<file path="config.mk">
export PLATFORM = sky130hd
export DESIGN_NAME = pred_issue_gate
export DESIGN_NICKNAME = d
export VERILOG_FILES = /design/src/rtl/pred_issue_pkg.sv /design/src/rtl/pred_flag_bank.sv /design/src/rtl/pred_lane_gate.sv /design/src/rtl/pred_issue_gate.sv
export SDC_FILE = /design/constraint.sdc
export NUM_CORES = 1
export LEC_CHECK = 0
export BUFFER_PORTS_ARGS = -buffer_cell sky130_fd_sc_hd__buf_2
export CORE_MARGIN = 3
export CORE_UTILIZATION = 30
export CTS_CLUSTER_DIAMETER = 60
export DETAILED_ROUTE_END_ITERATION = 12
export PLACE_DENSITY_LB_ADDON = 0.1
export SETUP_SLACK_MARGIN = 0.1
export SLEW_MARGIN = 20
export SYNTH_ARGS = -nofsm -noshare
export SYNTH_HDL_FRONTEND = slang
export SYNTH_HIERARCHICAL = 1
export SYNTH_SLANG_ARGS = --single-unit
</file>
<file path="constraint.sdc">
create_clock -name clk -period 2.9 [get_ports clk]
set_input_delay 0.29 -clock clk [delete_from_list [all_inputs] [get_ports clk]]
set_output_delay 0.29 -clock clk [all_outputs]
set_load 0.1 [all_outputs]
</file>
<file path="src/rtl/pred_issue_pkg.sv">
package pred_issue_pkg;

   typedef struct packed {
      logic rf_we;
      logic mem_we;
   } side_eff_t;

   localparam side_eff_t SIDE_NONE = '{rf_we: 1'b0, mem_we: 1'b0};

endpackage

</file>
<file path="src/rtl/pred_flag_bank.sv">
module pred_flag_bank #(
   parameter int  NUM_PRED  = 64,
   parameter int  RD_PORTS  = 2,
   parameter bit  ZERO_TRUE = 1'b1,
   localparam int IW        = $clog2(NUM_PRED)
) (
   input  logic                   clk,
   input  logic                   rst_n,
   input  logic                   wr_en,
   input  logic                   wr_val,
   input  logic [IW-1:0]          wr_idx_t,
   input  logic [IW-1:0]          wr_idx_f,
   input  logic [RD_PORTS*IW-1:0] rd_idx,
   output logic [RD_PORTS-1:0]    rd_val
);

   logic [NUM_PRED-1:0] flags;

   for (genvar r = 0; r < NUM_PRED; r++) begin : g_cell
      if (ZERO_TRUE && r == 0) begin : g_const
         assign flags[r] = 1'b1;
      end else begin : g_store
         logic cell_q;
         always_ff @(posedge clk or negedge rst_n) begin
            if (!rst_n) begin
               cell_q <= 1'b0;
            end else if (wr_en && wr_idx_t == IW'(r)) begin
               cell_q <= wr_val;
            end else if (wr_en && wr_idx_f == IW'(r)) begin
               cell_q <= ~wr_val;
            end
         end
         assign flags[r] = cell_q;
      end
   end

   for (genvar p = 0; p < RD_PORTS; p++) begin : g_rd
      assign rd_val[p] = flags[rd_idx[p*IW +: IW]];
   end

endmodule

</file>
<file path="src/rtl/pred_lane_gate.sv">
module pred_lane_gate
   import pred_issue_pkg::*;
(
   input  logic      valid,
   input  logic      guard_true,
   input  side_eff_t req,
   output side_eff_t grant,
   output logic      squash
);

   always_comb begin
      grant  = SIDE_NONE;
      squash = 1'b0;
      if (valid) begin
         if (guard_true) begin
            grant = req;
         end else begin
            squash = 1'b1;
         end
      end
   end

endmodule

</file>
<file path="src/rtl/pred_issue_gate.sv">
module pred_issue_gate
   import pred_issue_pkg::*;
#(
   parameter int  NUM_PRED  = 64,
   parameter int  LANES     = 2,
   parameter bit  ZERO_TRUE = 1'b1,
   localparam int IW        = $clog2(NUM_PRED)
) (
   input  logic                clk,
   input  logic                rst_n,
   input  logic                cmp_en,
   input  logic                cmp_res,
   input  logic [IW-1:0]       cmp_dst_t,
   input  logic [IW-1:0]       cmp_dst_f,
   input  logic [LANES-1:0]    in_valid,
   input  logic [LANES*IW-1:0] in_guard,
   input  logic [LANES-1:0]    in_rf_we,
   input  logic [LANES-1:0]    in_mem_we,
   output logic [LANES-1:0]    out_rf_we,
   output logic [LANES-1:0]    out_mem_we,
   output logic [LANES-1:0]    out_squash
);

   if (NUM_PRED < 2 || (1 << IW) != NUM_PRED) begin : g_bad_count
      $error("pred_issue_gate: NUM_PRED must be a power of two, at least 2");
   end
   if (LANES < 1) begin : g_bad_lanes
      $error("pred_issue_gate: LANES must be at least 1");
   end

   logic [LANES-1:0] guard_val;

   pred_flag_bank #(
      .NUM_PRED  (NUM_PRED),
      .RD_PORTS  (LANES),
      .ZERO_TRUE (ZERO_TRUE)
   ) u_bank (
      .clk      (clk),
      .rst_n    (rst_n),
      .wr_en    (cmp_en),
      .wr_val   (cmp_res),
      .wr_idx_t (cmp_dst_t),
      .wr_idx_f (cmp_dst_f),
      .rd_idx   (in_guard),
      .rd_val   (guard_val)
   );

   for (genvar l = 0; l < LANES; l++) begin : g_lane
      side_eff_t req, grant;
      assign req.rf_we  = in_rf_we[l];
      assign req.mem_we = in_mem_we[l];

      pred_lane_gate u_gate (
         .valid      (in_valid[l]),
         .guard_true (guard_val[l]),
         .req        (req),
         .grant      (grant),
         .squash     (out_squash[l])
      );

      assign out_rf_we[l]  = grant.rf_we;
      assign out_mem_we[l] = grant.mem_we;
   end

endmodule

</file>
==> run summary, run 1 <==
The run finished with clean final reports. The via count of the first global-routing pass was 4212. Count of nets after finishing: 528.

For the maximum number of pins on one net before global-route repair, the log shows 64. Highest achievable clock rate: 0.346 GHz. The share of the synthesized area in compound gates (AO/OA/AOI/OAI) came out at 32.3%. The count of inserted antenna diode cells was 0; the average cell area after synthesis was 10.2 µm².

The worst-case IR drop observed on VDD is 242 µV. The overall overflow remaining after global route came out at 0. The async set or reset register ratio after synthesis is 100%, and the number of clock sinks is 63. The largest area contributor in the synthesized netlist is sky130_fd_sc_hd__dfrtp_1. The number of flip-flops under the largest register name came out at 63. The worst setup path is captured at an output port. Relative to the synthesized area, the layout overhead comes to 19.6%. The relative max-transition margin came out at 42.9%. The worst setup path is of the flip-flop to output port kind. The maximum fanout count along the critical path was 3.

Setup repair after global routing could not meet its margin everywhere. After detailed routing, the number of vias per cell comes to 6.52. The H-tree depth is 3, and the clock-pin transition on the worst setup and hold timing paths is 0.05 ns. By count the netlist is led by 63 x sky130_fd_sc_hd__a21oi_1, 63 x sky130_fd_sc_hd__dfrtp_1, 43 x sky130_fd_sc_hd__a221oi_1. Buffers inserted during clock tree synthesis total 9. After detailed routing, the number of remaining DRC violations is 0. The total area inside the core boundary comes to 0.0148 mm². TritonCTS built the clock tree.

The run gives 21.7% as the global-route total usage across every layer. Once detailed placement completed, the half-perimeter wirelength came to 12.2 mm. The number of synthesized register bits came out at 63. The area after detailed placement is 0.00513 mm². The static leakage power is 2.31 nW. Among all flip-flop cells after synthesis, the most frequent one is sky130_fd_sc_hd__dfrtp_1. The count of antenna-violating nets left after detailed routing was 0.

Cells with a size suffix above 1 make up 34.7% of the layout. The tools report the count of mapped cells out of synthesis as 452. The total instance count after detailed placement is 665, and the number of vias after detailed routing is 4451. The arithmetic-cell share of the synthesized area counting full adders, half adders and majority gates was 0%. By area the synthesized netlist is led by sky130_fd_sc_hd__dfrtp_1 34%, sky130_fd_sc_hd__mux4_2 13%, sky130_fd_sc_hd__a221oi_1 8.2%. After detailed routing, the average wire length per cell comes to 25.9 µm. The tools report the element type at the critical path start as a flip-flop. Max-cap violations in this run came to 0. The routed design could run at a clock period as short as 2.89 ns.

After layout, the worst path uses 99.6% of the clock period. Register with the most flip-flops: u_bank/g_cell.g_store.cell_q. Routability-driven placement finished with a final weighted congestion of 0.828. The simple-gate share of the synthesized area is 11.9%, and the area share of the leading cell type in the synthesized netlist is 34.4%. Final number of max-transition violations: 0.

The areal power density over the cells works out to 629 mW/mm². At the later pin of the worst-skew pair, clock insertion delay measures 0.34 ns. Iteration count of the initial detailed-routing pass: 5. The run gives 34.4% as the post-synthesis sequential area ratio. The tree is rooted in a sky130_fd_sc_hd__clkbuf_16. The area of all sequential standard cells was 0.00158 mm²; the cts-stage hold buffer count was 0. The total count of hold-check failures in the final report is 0, and the DRC violation total after the first TritonRoute iteration is 483. The portion of netlist area occupied by mux cells is 17.8%.

For the pin with the worst max-slew slack, the measured transition is 0.856 ns. Across the routed clock network, the largest skew measured is 0 ns. The number of nets in the synthesized netlist is 486.

The tools report the data arrival time of the worst path as 2.60 ns. The number of antenna violations at the first check in global routing came out at 0. The die covers 0.0168 mm². The die is 130 µm wide.

The largest registers in the layout are u_bank/g_cell.g_store.cell_q: 63 flops. The xor and xnor area share after synthesis is 0%. In the final layout, the multi-input gates occupy 0.00287 mm². The tightest min-delay check is of the input pin to async pin type.

For the mapped cell area, the log shows 0.00459 mm². By area, the combinational part of the netlist is dominated by compound AO/OA/AOI/OAI gates. The buffer levels on the longest clock path is 2, and the number of synthesized flops with an enable pin is 0.

Row generation in the floorplan step produced 44 rows. After synthesis, the netlist uses 39 different library cells. At the worst endpoint, the required time is 2.61 ns. The total wirelength of the detailed-routed design is 17.7 mm. Once layout is complete, the cells apart from fillers number 683. For this configuration, the core starts out at a cell density of 31.1%.

During synthesis, Yosys emitted a total of 6 warnings. The number of ports placed on the die boundary is 40. The quantity of I/O buffers inserted on ports is 39, and the number of inserted filler cells in the final layout is 1495. The floorplan step set the die height to 130 µm.

The finished cells cover 0.00549 mm². Setup violations remaining at the end of the flow were counted as 0. The first global-routing pass estimated 26.7 mm of wire.
## placed cells by master (no fill, tap or decap), types with 4 or more instances in the layout
cell type                   count
sky130_fd_sc_hd__a211oi_1      22
sky130_fd_sc_hd__a21o_1        20
sky130_fd_sc_hd__a21oi_1       63
sky130_fd_sc_hd__a221oi_1      43
sky130_fd_sc_hd__a31o_2        42
sky130_fd_sc_hd__and3_2         4
sky130_fd_sc_hd__buf_12         5
sky130_fd_sc_hd__buf_2         33
sky130_fd_sc_hd__buf_4         27
sky130_fd_sc_hd__clkbuf_16      9
sky130_fd_sc_hd__dfrtp_1       63
sky130_fd_sc_hd__mux2i_1        8
sky130_fd_sc_hd__mux4_2        30
sky130_fd_sc_hd__nand2_1       11
sky130_fd_sc_hd__nand2b_1      12
sky130_fd_sc_hd__nand3_1        6
sky130_fd_sc_hd__nor2_1        41
sky130_fd_sc_hd__nor3_1        10
sky130_fd_sc_hd__nor3_2         4
sky130_fd_sc_hd__o2111ai_1      4
sky130_fd_sc_hd__or2_2          5
## power breakdown
part	internal [W]	total, W	switching (W)
combinational	0.000543	0.00101	0.000463
clock	0.000751	0.00116	0.000412
sequential	0.00107	0.00128	0.000212
total	0.00237	0.00345	0.00109
## cell type report
| type | instances | share of cell area [%] |
|---|---|---|
| Clock inverter | 4 | 1.28 |
| Clock buffer | 12 | 4.31 |
| Tap cell | 184 | 4.20 |
| Multi-Input combinational cell | 351 | 52.3 |
| Inverter | 2 | 0.137 |
| Timing Repair Buffer | 67 | 9.08 |
| Sequential cell | 63 | 28.7 |
## metal layers
layer | vias up | share of wire, % | track usage, % | routed length (µm)
li1 | 1942 | - | - | -
met1 | 2259 | 45 | 31.9 | 7980
met2 | 230 | 46 | 32.6 | 8130
met3 | 20 | 7.4 | 4.33 | 1310
met4 | 0 | 1.7 | 5.99 | 293
met5 | - | 0 | 0 | 0
## metrics by stage
stage	power [W]	util, %	setup TNS (ns)	setup slack (ns)	hold slack [ns]
6_report	0.00345	37.2	0	0.0111	0.0411
3_5_place_dp	0.00226	34.8	0	0.111	0.435
5_1_grt	0.00363	37.2	-0.0475	-0.0475	0.114
4_1_cts	0.00346	37.2	-0.0163	-0.0163	0.0721
3_3_place_gp	0.00224	34.8	0	0.142	0.436
2_1_floorplan	0.00194	-	0	0.329	-0.00559
## worst max-delay path: stages (launching register included)
cell	delay [ns]
sky130_fd_sc_hd__dfrtp_1	0.43
sky130_fd_sc_hd__mux4_2	0.48
sky130_fd_sc_hd__mux4_2	0.50
sky130_fd_sc_hd__a32oi_2	0.27
sky130_fd_sc_hd__o311ai_4	0.15
sky130_fd_sc_hd__and2b_2	0.27
sky130_fd_sc_hd__buf_12	0.17
## worst paths after layout
kind	startpoint	end	slack [ns]	cells after the start
worst max-delay path	u_bank/g_cell[27].g_store.cell_q	out_squash[0]	0.01	6
worst min-delay path	rst_n	u_bank/g_cell[59].g_store.cell_q	0.04	1
worst max register to register	u_bank/g_cell[28].g_store.cell_q	u_bank/g_cell[28].g_store.cell_q	1.75	4
worst min register to register	u_bank/g_cell[43].g_store.cell_q	u_bank/g_cell[43].g_store.cell_q	0.73	3
max in group asynchronous	rst_n	u_bank/g_cell[21].g_store.cell_q	2.20	2
min in group clk	cmp_dst_t[0]	u_bank/g_cell[28].g_store.cell_q	0.55	3
## kinds of logic (layout without fill, tap and decap cells)
kind of cell	count (synthesis)	count (layout)
AO/OA/AOI/OAI	204	204
buffers and inverters	38	85
flip-flops	63	63
multiplexers	41	41
AND/OR/NAND/NOR	106	106
## repair_timing
action | CTS | global route
setup buffers | 2 | 0
gates resized for setup | 11 | 2
pin swaps | 2 | 1
setup endpoints to repair | 3 | 3
Power figures use the tool's default switching activity.
==> run 2, diff against run 1 <==
==> constraint.sdc (replaced) <==
create_clock -name clk -period 3.35 [get_ports clk]
set_input_delay 0.335 -clock clk [delete_from_list [all_inputs] [get_ports clk]]
set_output_delay 0.335 -clock clk [all_outputs]
set_load 0.1 [all_outputs]
==> run summary, run 2 (synthesized netlist as in run 1, its figures left out) <==
In the layout the commonest cells are 63 x sky130_fd_sc_hd__a21oi_1, 63 x sky130_fd_sc_hd__dfrtp_1, 43 x sky130_fd_sc_hd__a221oi_1, 42 x sky130_fd_sc_hd__a31o_2, 41 x sky130_fd_sc_hd__nor2_1. The area enclosed by the die boundary is 0.0168 mm². TritonCTS built the clock tree. In this run the worst path has a maximum fanout of 3. The core outline area is 0.0148 mm².

The register with the most flip-flops is u_bank/g_cell.g_store.cell_q. The number of antenna violations at the first check in global routing came out at 1. Based on the critical path, the design can be clocked at up to 0.334 GHz. The final setup violation count was 0; the footprint of the multi-input gates was 0.00285 mm². In this run the post-CTS setup repair buffer count came out at 0. Compared with the post-synthesis result, the final layout area differs by 16.1%. From left edge to right edge, the die measures 130 µm.

The minimum clock period after layout was 2.99 ns. The cell class contributing the biggest share of worst-path delay was multiplexers. After detailed routing, the number of vias per cell comes to 6.49. For the cts-stage hold buffer count, the log shows 0. Setup repair after global routing left no endpoint under its margin. For the tightest hold margin, the log shows 0.00870 ns.

The via count of the first global-routing pass was 4156. The worst setup path is of the flip-flop to output port kind. Static leakage power: 2.26 nW.

After routing, the total negative slack on setup checks comes to 0 ns. Detailed placement ended at an HPWL of 12.4 mm. The number of flip-flops under the largest register name was 63. From bottom edge to top edge, the die measures 130 µm. The weighted congestion reported at the end of routability-driven placement came out at 0.845. The final number of max-transition violations was 0. For the pin with the worst max-slew slack, the measured transition is 1.08 ns. The filler cells instantiated in the layout total 1508. The first TritonRoute pass finished after 5 iterations. The run gives 63 as the number of clock sinks. The end-of-flow core utilization came out at 36.1%. For the area of all sequential standard cells, the log shows 0.00158 mm². The path class of the tightest hold or removal check is input pin to async pin. The run gives 0 ns as the worst clock skew. The slowest cell on the critical path is sky130_fd_sc_hd__mux4_1. The clock-pin transition on the worst setup and hold timing paths is 0.05 ns, and the count of antenna-violating nets left after detailed routing is 0. The final cycle utilization of the critical path was 89.3%. The detail-routed net length per standard cell is 25.9 µm.

After the first detailed-routing iteration, the DRC count stood at 517. The worst setup path is launched from a flip-flop. The count of inserted antenna diode cells is 0, and the number of ports placed on the die boundary is 40.

The areal power density over the cells works out to 528 mW/mm². The run finished with clean final reports. The first global-routing pass estimated 26.7 mm of wire. The number of gates resized after cts was 0; the number of buffers created by CTS was 9. The tool flagged a number of max-cap violations equal to 0. Buffers placed on the I/O ports in this run total 39. IR analysis of the VDD net gives a maximum drop of 272 µV. The tools report the maximum number of pins on one net before global-route repair as 44.

Summed over all layers, the routed wires come to 17.6 mm. The tools report the launch point of the worst reg-to-reg path as u_bank/g_cell[54].g_store.cell_q. Across all layers, the routed design uses 4398 vias. At the worst endpoint, the required time is 3.01 ns. The largest single stage delay on the critical path is 0.52 ns.

The clock passes through at most 2 buffers. The combined buffer and inverter count along the critical path came out at 1. The data arrival time of the worst path is 2.66 ns, and the clock latency on the worst-skew pair is 0.34 ns. After floorplanning, the core was divided into 44 placement rows.

After detailed routing, the number of remaining DRC violations is 0. The buffer type at the clock tree root was sky130_fd_sc_hd__clkbuf_16. In this run the tightest slew margin relative to its limit is 27.2%. STA classifies the critical path endpoint as an output port. Global routing used 21.6% of the available tracks. In the final design database the tool counted 524 nets. The signal on the critical path passes through mux4_1 > mux4_2 > a32oi_1 > o311ai_1 > and3_2 > buf_2. The starting density of the core came out at 31.1%. In this run the worst setup path begins at u_bank/g_cell[25].g_store.cell_q.

In the final layout, the registers with the most flip-flops are u_bank/g_cell.g_store.cell_q: 63 flops. Total count of hold-check failures in the final report: 0. For the overall overflow remaining after global route, the log shows 0.

The run gives 3 as the H-tree depth. In the final layout, the share of cells above drive strength 1 is 33.4%.
run 2: changes by cell type in the layout (fill, tap and decap cells not counted), moves of 2 or more:
cell | before | now
sky130_fd_sc_hd__buf_8 | 2 | 0
sky130_fd_sc_hd__buf_2 | 33 | 37
sky130_fd_sc_hd__buf_12 | 5 | 1
sky130_fd_sc_hd__mux4_1 | 1 | 4
sky130_fd_sc_hd__clkbuf_1 | 3 | 1
sky130_fd_sc_hd__bufinv_16 | 2 | 0
sky130_fd_sc_hd__buf_4 | 27 | 25
sky130_fd_sc_hd__mux4_2 | 30 | 27
run 2: per-stage QoR:
stage                     instances  total power, W  area [µm²]  setup WS (ns)
after floorplan                 452         0.00168        4590          0.689
after global placement          663         0.00193        5060          0.454
after detailed placement        663         0.00195        5060          0.393
after CTS                       678         0.00283        5330          0.355
after global routing            678         0.00297        5330          0.259
final                           678         0.00281        5330          0.358
run 2: per-layer routing:
layer	track usage [%]	routed length, µm	part of all wire [%]	vias up
li1	-	-	-	1938
met5	0	13	0.074	-
met4	4.16	226	1.3	2
met1	32.9	8390	48	2239
met2	31.9	7690	44	200
met3	4.62	1270	7.2	19
run 2: worst paths after layout:
path | to | slack [ns] | cells after the start
max in group asynchronous | u_bank/g_cell[3].g_store.cell_q | 2.70 | 2
setup / recovery | out_mem_we[0] | 0.36 | 6
hold / removal | u_bank/g_cell[41].g_store.cell_q | 0.009 | 1
min in group clk | u_bank/g_cell[47].g_store.cell_q | 0.60 | 4
setup reg to reg | u_bank/g_cell[54].g_store.cell_q | 2.35 | 3
hold reg to reg | u_bank/g_cell[27].g_store.cell_q | 0.75 | 3
run 2: report_power, final:
group | leakage (nW) | internal, W | switching [W]
clock | 0.131 | 0.000512 | 0.000346
sequential | 0.812 | 0.000928 | 0.000196
combinational | 1.32 | 0.000445 | 0.000385
total | 2.26 | 0.00189 | 0.000927
run 2: cell type report:
class	instances	area share [%]
Tap cell	184	4.32
Sequential cell	63	29.6
Timing Repair Buffer	63	7.38
Inverter	2	0.141
Multi-Input combinational cell	351	53.6
Clock buffer	11	4.56
Clock inverter	4	0.423
==> run 3, diff against run 2 <==
--- a/config.mk
+++ b/config.mk
@@ -8,6 +8,7 @@
 export BUFFER_PORTS_ARGS = -buffer_cell sky130_fd_sc_hd__buf_2
 export CORE_MARGIN = 3
 export CORE_UTILIZATION = 30
+export CTS_BUF_LIST = sky130_fd_sc_hd__clkbuf_16
 export CTS_CLUSTER_DIAMETER = 60
 export DETAILED_ROUTE_END_ITERATION = 12
 export PLACE_DENSITY_LB_ADDON = 0.1
==> run summary, run 3 (synthesized netlist as in run 1, its figures left out) <==
In this run the core area contains 44 standard-cell rows. The maximum fanout count along the critical path was 3. The completed layout was analyzed and its total power is 0.00278 W. Global routing finished with a remaining overflow of 0. Input and output buffers added on the ports amount to 39. The y dimension of the die works out to 130 µm.

By startpoint and endpoint, the worst setup path is classified as flip-flop to output port. The clock-pin transition on the worst setup and hold timing paths came out at 0.05 ns. The tools report the number of vias after detailed routing as 4350.

The tools report the highest achievable clock rate as 0.334 GHz. The logs give 0 for the number of design rule violations left after detail routing and 0 for the count of inserted antenna diode cells. The number of antenna violations at the first check in global routing came out at 1. For the global-route total usage across every layer, the log shows 21.6%.

Counting the buffers created by CTS gives 9. The logs give 5 for the iteration count of the initial detailed-routing pass and 0 ns for the final-layout setup total negative slack. The weighted congestion reported at the end of routability-driven placement is 0.845. The logs give 17.6 mm for the total wirelength of the detailed-routed design and 0.0148 mm² for the core outline area.

Across the run, the number of max-cap violations was 0. In the routed layout, each cell is associated on average with a via count of 6.42. Between clock sinks in the finished design, the worst skew comes to 0 ns.

The flow ran to the end, and the final reports show no timing, DRC or antenna violations. In the layout the commonest cells are 63 x sky130_fd_sc_hd__a21oi_1, 63 x sky130_fd_sc_hd__dfrtp_1, 43 x sky130_fd_sc_hd__a221oi_1, 42 x sky130_fd_sc_hd__a31o_2, 41 x sky130_fd_sc_hd__nor2_1. The DRC violation total after the first TritonRoute iteration was 533; the post-synthesis to final-layout area growth was 15.8%. The maximum number of pins on one net before global-route repair was 44; the H-tree depth was 3. The count of antenna-violating nets left after detailed routing was 0; the count of nets after finishing was 524. Clock tree synthesis selected as its root buffer the cell sky130_fd_sc_hd__clkbuf_16.

The clock net in this run drives a total of 63 sinks. The tools report the total count of hold-check failures in the final report as 0. STA puts the critical path data required time at 3.01 ns. Of the cells placed in the final design, the portion with a size suffix greater than 1 is 33.2%. For flop-to-flop paths, the worst setup slack is 2.35 ns. Setup repair after global routing left no endpoint under its margin.

In this run the post-CTS setup repair buffer count came out at 0. TritonCTS built the clock tree. From left edge to right edge, the die measures 130 µm.

The final cycle utilization of the critical path works out to 89.4%. Detailed placement ended at an HPWL of 12.4 mm. The tools report the via count of the first global-routing pass as 4156. The first global-routing pass estimated 26.7 mm of wire.

The data arrival time of the worst path is 2.66 ns. The initial utilization of the core area, before any placement, comes to 31.1%. Number of flip-flops under the largest register name: 63. Walking the worst path, the cells encountered are mux4_1 > mux4_2 > a32oi_1 > o311ai_1 > and3_2 > buf_2.

For this design, the slowest cell found on the critical path is sky130_fd_sc_hd__mux4_1. In this run the static leakage power is 2.26 nW. The floorplan step defined a die boundary enclosing 0.0168 mm².

The element type at the critical path start is a flip-flop. Setup violations remaining at the end of the flow were counted as 0. No sink is reached through more buffers than the 2 on the longest clock path. Kind of end point of the critical path: an output port. The run gives 0 as the cts-stage hold buffer count. Across all hold checks on the routed design, the worst slack comes to 0.00331 ns. The delay of the slowest cell on the worst path works out to 0.52 ns. The min-delay analysis places its worst path in the category input pin to async pin. u_bank/g_cell.g_store.cell_q holds more flip-flops than any other register.

The worst pin sits at a relative slew slack of 29.6%. The transition time of the tightest slew-check pin was 1.05 ns; the number of gates resized after cts was 0. The detail-routed net length per standard cell works out to 25.9 µm. The clock period could shrink to 2.99 ns. Across the VDD grid, the largest voltage drop is 271 µV. Number of inserted filler cells in the final layout: 1509.

Number of ports placed on the die boundary: 40. The final number of max-transition violations came out at 0. Clock latency on the worst-skew pair, taken at its later pin, is 0.34 ns. For this design the ratio of total power to cell area is 524 mW/mm².

The largest registers in the layout are u_bank/g_cell.g_store.cell_q: 63 flops.
[run 3: final cells by class]
cell class | count | area [µm²] | area share [%]
multi-input cells | 351 | 2850 | 53.7
flip-flops and latches | 63 | 1580 | 29.7
repair buffers | 63 | 393 | 7.39
well taps | 184 | 230 | 4.33
clock buffers | 9 | 225 | 4.24
clock inverters | 6 | 30.0 | 0.565
inverters | 2 | 7.51 | 0.141
[run 3: report_power, final]
group / leakage, nW / total (W) / switching, W / internal (W)
Sequential: 0.812 / 0.00112 / 0.000195 / 0.000928
Combinational: 1.32 / 0.000830 / 0.000385 / 0.000445
Clock: 0.130 / 0.000831 / 0.000345 / 0.000486
Total: 2.26 / 0.00278 / 0.000925 / 0.00186
[run 3: path summary, 6_finish.rpt]
path	startpoint	endpoint	depth (start not counted)
min in group clk	cmp_dst_t[1]	u_bank/g_cell[47].g_store.cell_q	4
setup reg to reg	u_bank/g_cell[54].g_store.cell_q	u_bank/g_cell[54].g_store.cell_q	3
setup / recovery	u_bank/g_cell[25].g_store.cell_q	out_mem_we[0]	6
hold reg to reg	u_bank/g_cell[30].g_store.cell_q	u_bank/g_cell[30].g_store.cell_q	3
hold / removal	rst_n	u_bank/g_cell[41].g_store.cell_q	1
max in group asynchronous	rst_n	u_bank/g_cell[1].g_store.cell_q	2
[run 3: through the flow]
step	setup slack, ns	utilization [%]	area [µm²]	std cells
after floorplan	0.689	-	4590	452
after global placement	0.454	34.3	5060	663
after detailed placement	0.393	34.3	5060	663
after CTS	0.355	36.0	5320	678
after global routing	0.259	36.0	5320	678
final	0.356	36.0	5320	678
[run 3: metal layers]
metal | global-route usage (%) | routed length, µm | vias to the layer above
li1 | - | - | 1936
met1 | 32.9 | 8490 | 2227
met2 | 31.9 | 7780 | 169
met3 | 4.62 | 1090 | 16
met4 | 4.16 | 184 | 2
met5 | 0 | 13 | -
[run 3: critical path, delay by kind of cell (launching register included)]
family | cells | cell delay, ns
buffers and inverters | 1 | 0.28
multiplexers | 2 | 1.01
AND/OR/NAND/NOR | 1 | 0.21
flip-flops | 1 | 0.41
AO/OA/AOI/OAI | 2 | 0.40
